$ cat config.mk
export PLATFORM = sky130hd
export DESIGN_NAME = sb_issue_ctrl
export DESIGN_NICKNAME = d
export VERILOG_FILES = /design/src/rtl/sb_issue_ctrl.sv
export SDC_FILE = /design/constraint.sdc
export NUM_CORES = 1
export LEC_CHECK = 0
export ABC_AREA = 1
export BUFFER_PORTS_ARGS = -buffer_cell sky130_fd_sc_hd__buf_2
export CORE_MARGIN = 3
export CORE_UTILIZATION = 40
export CTS_BUF_LIST = sky130_fd_sc_hd__clkbuf_8
export CTS_CLUSTER_SIZE = 25
export DETAILED_ROUTE_END_ITERATION = 7
export HOLD_SLACK_MARGIN = 0.02
export PLACE_DENSITY = 0.56
export SYNTH_ARGS = -nofsm -noshare
export SYNTH_HDL_FRONTEND = slang
export SYNTH_SLANG_ARGS = --single-unit
$ cat constraint.sdc
create_clock -name clk -period 3.2 [get_ports clk]
set_input_delay 0.16 -clock clk [delete_from_list [all_inputs] [get_ports clk]]
set_output_delay 0.16 -clock clk [all_outputs]
set_load 0.005 [all_outputs]
$ cat src/rtl/sb_issue_ctrl.sv
module sb_issue_ctrl #(
  parameter int NREG    = 16,
  parameter int LAT_ADD = 2,
  parameter int LAT_MUL = 4,
  parameter int LAT_DIV = 8,
  localparam int RW     = $clog2(NREG)
) (
  input  logic          clk,
  input  logic          rst_n,
  input  logic          in_valid,
  input  logic [1:0]    in_op,
  input  logic [RW-1:0] in_src_a,
  input  logic [RW-1:0] in_src_b,
  input  logic [RW-1:0] in_dst,
  output logic          in_ready,
  output logic          wb_valid,
  output logic [1:0]    wb_unit,
  output logic [RW-1:0] wb_dst
);
  localparam int SEQW = $clog2(2 * (LAT_ADD + LAT_MUL + LAT_DIV)) + 1;
  localparam int CW   = $clog2(LAT_DIV) + 1;
  localparam logic [1:0] U_ADD = 2'd0, U_MUL = 2'd1, U_DIV = 2'd2;

  logic [NREG-1:0]           resv_q;
  logic [SEQW-1:0]           seq_q;
  logic [2:0]                fin_v, grant;
  logic [2:0][RW-1:0]        fin_d;
  logic [2:0][SEQW-1:0]      fin_s;
  logic [1:0]                stall;
  logic [1:0]                need_unit;
  logic                      unit_busy, hazard, go;
  logic                      div_v;
  logic [CW-1:0]             div_cnt;
  logic [RW-1:0]             div_d;
  logic [SEQW-1:0]           div_s;

  function automatic logic older(input logic [SEQW-1:0] a, input logic [SEQW-1:0] b);
    logic [SEQW-1:0] diff;
    diff = a - b;
    return diff[SEQW-1];
  endfunction

  assign need_unit = (in_op == 2'd3) ? U_DIV : (in_op == 2'd2) ? U_MUL : U_ADD;
  assign unit_busy = (need_unit == U_DIV) ? div_v : stall[need_unit[0]];
  assign hazard    = resv_q[in_src_a] | resv_q[in_src_b] | resv_q[in_dst];
  assign in_ready  = in_valid & ~unit_busy & ~hazard;
  assign go        = in_ready;

  always_ff @(posedge clk) begin
    if (!rst_n) seq_q <= '0;
    else if (go) seq_q <= seq_q + 1'b1;
  end

  for (genvar u = 0; u < 2; u++) begin : g_pipe
    localparam int L = (u == 0) ? LAT_ADD : LAT_MUL;
    logic [L-1:0]    v_q;
    logic [RW-1:0]   d_q [L];
    logic [SEQW-1:0] s_q [L];
    logic            take;

    assign take     = go && (need_unit == 2'(u));
    assign stall[u] = v_q[L-1] & ~grant[u];
    assign fin_v[u] = v_q[L-1];
    assign fin_d[u] = d_q[L-1];
    assign fin_s[u] = s_q[L-1];

    always_ff @(posedge clk) begin
      if (!rst_n) v_q <= '0;
      else if (!stall[u]) begin
        for (int k = L - 1; k > 0; k--) v_q[k] <= v_q[k-1];
        v_q[0] <= take;
      end
    end

    always_ff @(posedge clk) begin
      if (!stall[u]) begin
        for (int k = L - 1; k > 0; k--) begin
          d_q[k] <= d_q[k-1];
          s_q[k] <= s_q[k-1];
        end
        d_q[0] <= in_dst;
        s_q[0] <= seq_q;
      end
    end

    assert_stall_holds_R8: assert property (@(posedge clk) disable iff (!rst_n)
      (v_q[L-1] && !grant[u]) |=> (v_q[L-1] && $stable(s_q[L-1])));
  end

  always_ff @(posedge clk) begin
    if (!rst_n) begin
      div_v   <= 1'b0;
      div_cnt <= '0;
    end else if (go && need_unit == U_DIV) begin
      div_v   <= 1'b1;
      div_cnt <= CW'(LAT_DIV - 1);
    end else if (div_v) begin
      if (div_cnt != '0) div_cnt <= div_cnt - 1'b1;
      else if (grant[2]) div_v <= 1'b0;
    end
  end

  always_ff @(posedge clk) begin
    if (go && need_unit == U_DIV) begin
      div_d <= in_dst;
      div_s <= seq_q;
    end
  end

  assign fin_v[2] = div_v && (div_cnt == '0);
  assign fin_d[2] = div_d;
  assign fin_s[2] = div_s;

  always_comb begin
    for (int i = 0; i < 3; i++) begin
      grant[i] = fin_v[i];
      for (int j = 0; j < 3; j++)
        if (j != i && fin_v[j] && !older(fin_s[i], fin_s[j])) grant[i] = 1'b0;
    end
  end

  assign wb_valid = |grant;

  always_comb begin
    wb_unit = '0;
    wb_dst  = '0;
    for (int i = 0; i < 3; i++)
      if (grant[i]) begin
        wb_unit = 2'(i);
        wb_dst  = fin_d[i];
      end
  end

  always_ff @(posedge clk) begin
    if (!rst_n) resv_q <= '0;
    else resv_q <= (resv_q & ~(wb_valid ? (NREG'(1) << wb_dst) : '0))
                 | (go ? (NREG'(1) << in_dst) : '0);
  end

  assert_wb_was_reserved_R4: assert property (@(posedge clk) disable iff (!rst_n)
    wb_valid |-> resv_q[wb_dst]);
  assert_issue_reserves_R4: assert property (@(posedge clk) disable iff (!rst_n)
    in_ready |=> resv_q[$past(in_dst)]);
  assert_wb_clears_R4: assert property (@(posedge clk) disable iff (!rst_n)
    wb_valid |=> !resv_q[$past(wb_dst)]);
  assert_div_serial_R7: assert property (@(posedge clk) disable iff (!rst_n)
    (in_ready && in_op == 2'd3) |=> !(in_ready && in_op == 2'd3));
  assert_one_port_R8: assert property (@(posedge clk) disable iff (!rst_n)
    $onehot0(grant));
  assert_stalled_unit_refuses_R9: assert property (@(posedge clk) disable iff (!rst_n)
    (stall[0] && in_valid && need_unit == U_ADD) |-> !in_ready);
endmodule

==> flow_summary_export.csv <==
group,metric,value,unit
status,status,"finished, final reports clean",
synth,ys_top_cells_by_area,"edfxtp_1 41%, dfxtp_1 13%, nand2_1 9.0%",
sta,rsz0062_at_grt,"false",
sta,finalSetupViolations,0,
finish,antennaDiodeCount,0,
sta,fmax,351,MHz
route,wire_per_inst,14.6,um
placement,numPortBuffers,24,
sta,worst_slew_pin_slew,0.797,ns
synth,synth_top_area_cell,"edfxtp_1",
critical_path,cp_max_fo,29,
critical_path,timing.rr.start,"g_pipe[0].s_q[0][10]",
finish,fillers,1181,
clock_tree,clk_latency,0.37,ns
sta,period_share,89.0,%
global_routing,grt_max_degree,44,
critical_path,path_class,"reg -> out",
clock_tree,h-tree-depth,3,
die,dieArea,0.0141,sq mm
synth,synth_edf_count,70,
synth,syn-num-nets,600,
sta,hold_viol_final,0,
global_routing,antenna_found_initial,0,
pwr,p_per_area,485,mW/mm^2
pwr,switching_share,27.9,%
finish,area_growth,8.79,%
synth,ys_seq_area_share,54.2,%
synth,synthesis.instances,557,
sta,fin_setup_tns,0,ns
die,core,0.0122,sq mm
route,wirelength,11.1,mm
route,final_antenna_net_count,0,
placement,place.detailed.hpwl,8.22,mm
clock_tree,numCtsBuffers,9,
hold_path,min_path_type,"in -> reg",
finish,nets,628,
global_routing,track_usage,16.4,%
die,rows,40,
critical_path,cp.arrival,2.69,ns
pwr,sequentialPowerShare,58.6,%
critical_path,crit_chain,"inv_1 > ha_1 > a21oi_1 > nand4_1 > nand3_2 > inv_2 > nor2_4 > nor2_2 > nand2_1 > nand2_1 > nor2_2 > buf_4 > buf_2",
synth,netlist_area,0.00509,sq mm
clock_tree,cts_resized,0,
synth,yosysWarnings,0,
die,dieWidth,119,um
finish,layout_commonest_cell,"nand2_1",
clock_tree,clkTransAtPathRegs,0.09,ns
route,via_per_inst,5.02,
critical_path,crit_start,"g_pipe[0].s_q[0][10]",
synth,synth_top_area_share,41.3,%
finish,final_cell_mix,"122 x nand2_1, 78 x inv_1, 70 x edfxtp_1",
die,start_util,41.7,%
synth,synth-seq-cells,103,
global_routing,grt_pass1_wl,18.4,mm
synth,syn_avg_cell_area,9.15,sq um
clock_tree,cts_setup_buffers,0,
sta,relSlewSlack,46.6,%
synth,synth-async-reset-ratio,0,%
sta,finalClockSkew,0.0156,ns
global_routing,grt_pass1_vias,3606,
route,drtPass1Iterations,5,
route,drcViolationCount,0,
critical_path,slowest_delay,0.40,ns
global_routing,overflow,0,
critical_path,endpoint_kind,"output port",
pwr,p_int,1940,uW
critical_path,cp_num_buf_inv,4,
pwr,vdd_drop_max,0.191,mV
pwr,p_clk_share,27.0,%
pwr,power,2690,uW
hold_path,hp-start,"rst_n",
clock_tree,cts_buffer_depth,2,
die,die_h,119,um
die,ios,25,
pwr,p_switching,751,uW
critical_path,cp-start-kind,"flip-flop",
synth,synth_ff_type,"edfxtp_1",
clock_tree,clock-root-buffer,"clkbuf_8",
finish,drive_gt1_share,11.0,%
route,drtIter0Drc,332,
clock_tree,cts_num_sinks,103,
job,cap_violations,0,
sta,min_period,2.85,ns
synth,netlist-cell-type-count,31,
clock_tree,cts_tree,"done",
sta,slew_viol_final,0,
critical_path,slowest_stage,"edfxtp_1",
critical_path,worstPathRequired,3.04,ns
route,via_count,3807,
placement,gp_congestion,0.908,
pwr,comb_power_share,14.5,%
pwr,total_leakage_power,0.00233,uW
critical_path,cp_top_family,"simple AND/OR/NAND/NOR gates",
clock_tree,hold_buffers,0,
state kept, by name, summed over array words and instances (netlist names):
register,cells
div_d,4
div_v,1
g_pipe.s_q,36
resv_q,16
seq_q,6
g_pipe.d_q,24
div_s,6
g_pipe.v_q,6
div_cnt,4
kinds of logic (layout without fill, tap and decap cells):
group	after synthesis	count (layout)	synth area share (%)
simple gates	261	261	23.5
compound gates	72	72	7.76
fa+ha+maj	26	26	6.39
buf+inv	92	125	7.66
flops	103	103	54.2
xor+xnor	3	3	0.516
through the flow:
step,instances,setup slack (ns),utilization [%],area [sq um],hold slack (ns)
floorplan,557,0.607,-,5090,0.259
global placement,742,0.647,44.0,5370,0.400
detailed placement,742,0.582,44.0,5370,0.405
CTS,758,0.320,45.4,5540,0.0648
global route,758,0.0929,45.4,5540,0.0801
finish,758,0.354,45.4,5540,0.0833
path summary, 6_finish.rpt:
check                                           end  slack [ns]  cells past startpoint
worst max-delay path                       in_ready        0.35                     13
worst min-delay path                       seq_q[2]        0.08                      3
worst max register to register     g_pipe[1].v_q[2]        0.63                     14
worst min register to register  g_pipe[1].s_q[2][4]        0.42                      0
routing by layer:
metal  global-route usage, %  up-vias  wire, um
met5                       0        -         0
met4                    4.42        0       139
met3                    4.08        9       709
met2                    23.5      114      4650
met1                    24.6     1758      5560
li1                        -     1926         -
worst register-to-register path, delay by kind of cell, from the launching register on:
kind | cells | cell delay [ns]
AO/OA/AOI/OAI | 2 | 0.23
adder cells (fa/ha/maj) | 1 | 0.33
buffers and inverters | 3 | 0.72
flip-flops | 1 | 0.40
AND/OR/NAND/NOR | 8 | 0.80
area by class of cell:
cell class / count / area [sq um] / share of cell area, %
flip-flops and latches: 103 / 2760 / 49.8
multi-input cells: 362 / 1940 / 35.0
repair buffers: 28 / 150 / 2.71
clock buffers: 9 / 124 / 2.23
well taps: 168 / 210 / 3.79
clock inverters: 7 / 50.0 / 0.903
inverters: 81 / 304 / 5.49
cells in the mapped netlist (all sizes together), types with 8 or more instances:
cell      n
nand2   125
inv      79
nand3    71
edfxtp   70
nor2     46
a21oi    44
dfxtp    33
ha       26
nand4    16
o21ai    14
o211ai    9
buf       8
power by group through the flow:
stage	clock [uW]	sequential (uW)	combinational, uW
4_1_cts	751	1580	390
2_1_floorplan	0	1590	290
3_5_place_dp	0	1610	387
5_1_grt	807	1590	448
6_report	725	1570	389
3_3_place_gp	0	1600	383
(Power assumes the default switching activity.)
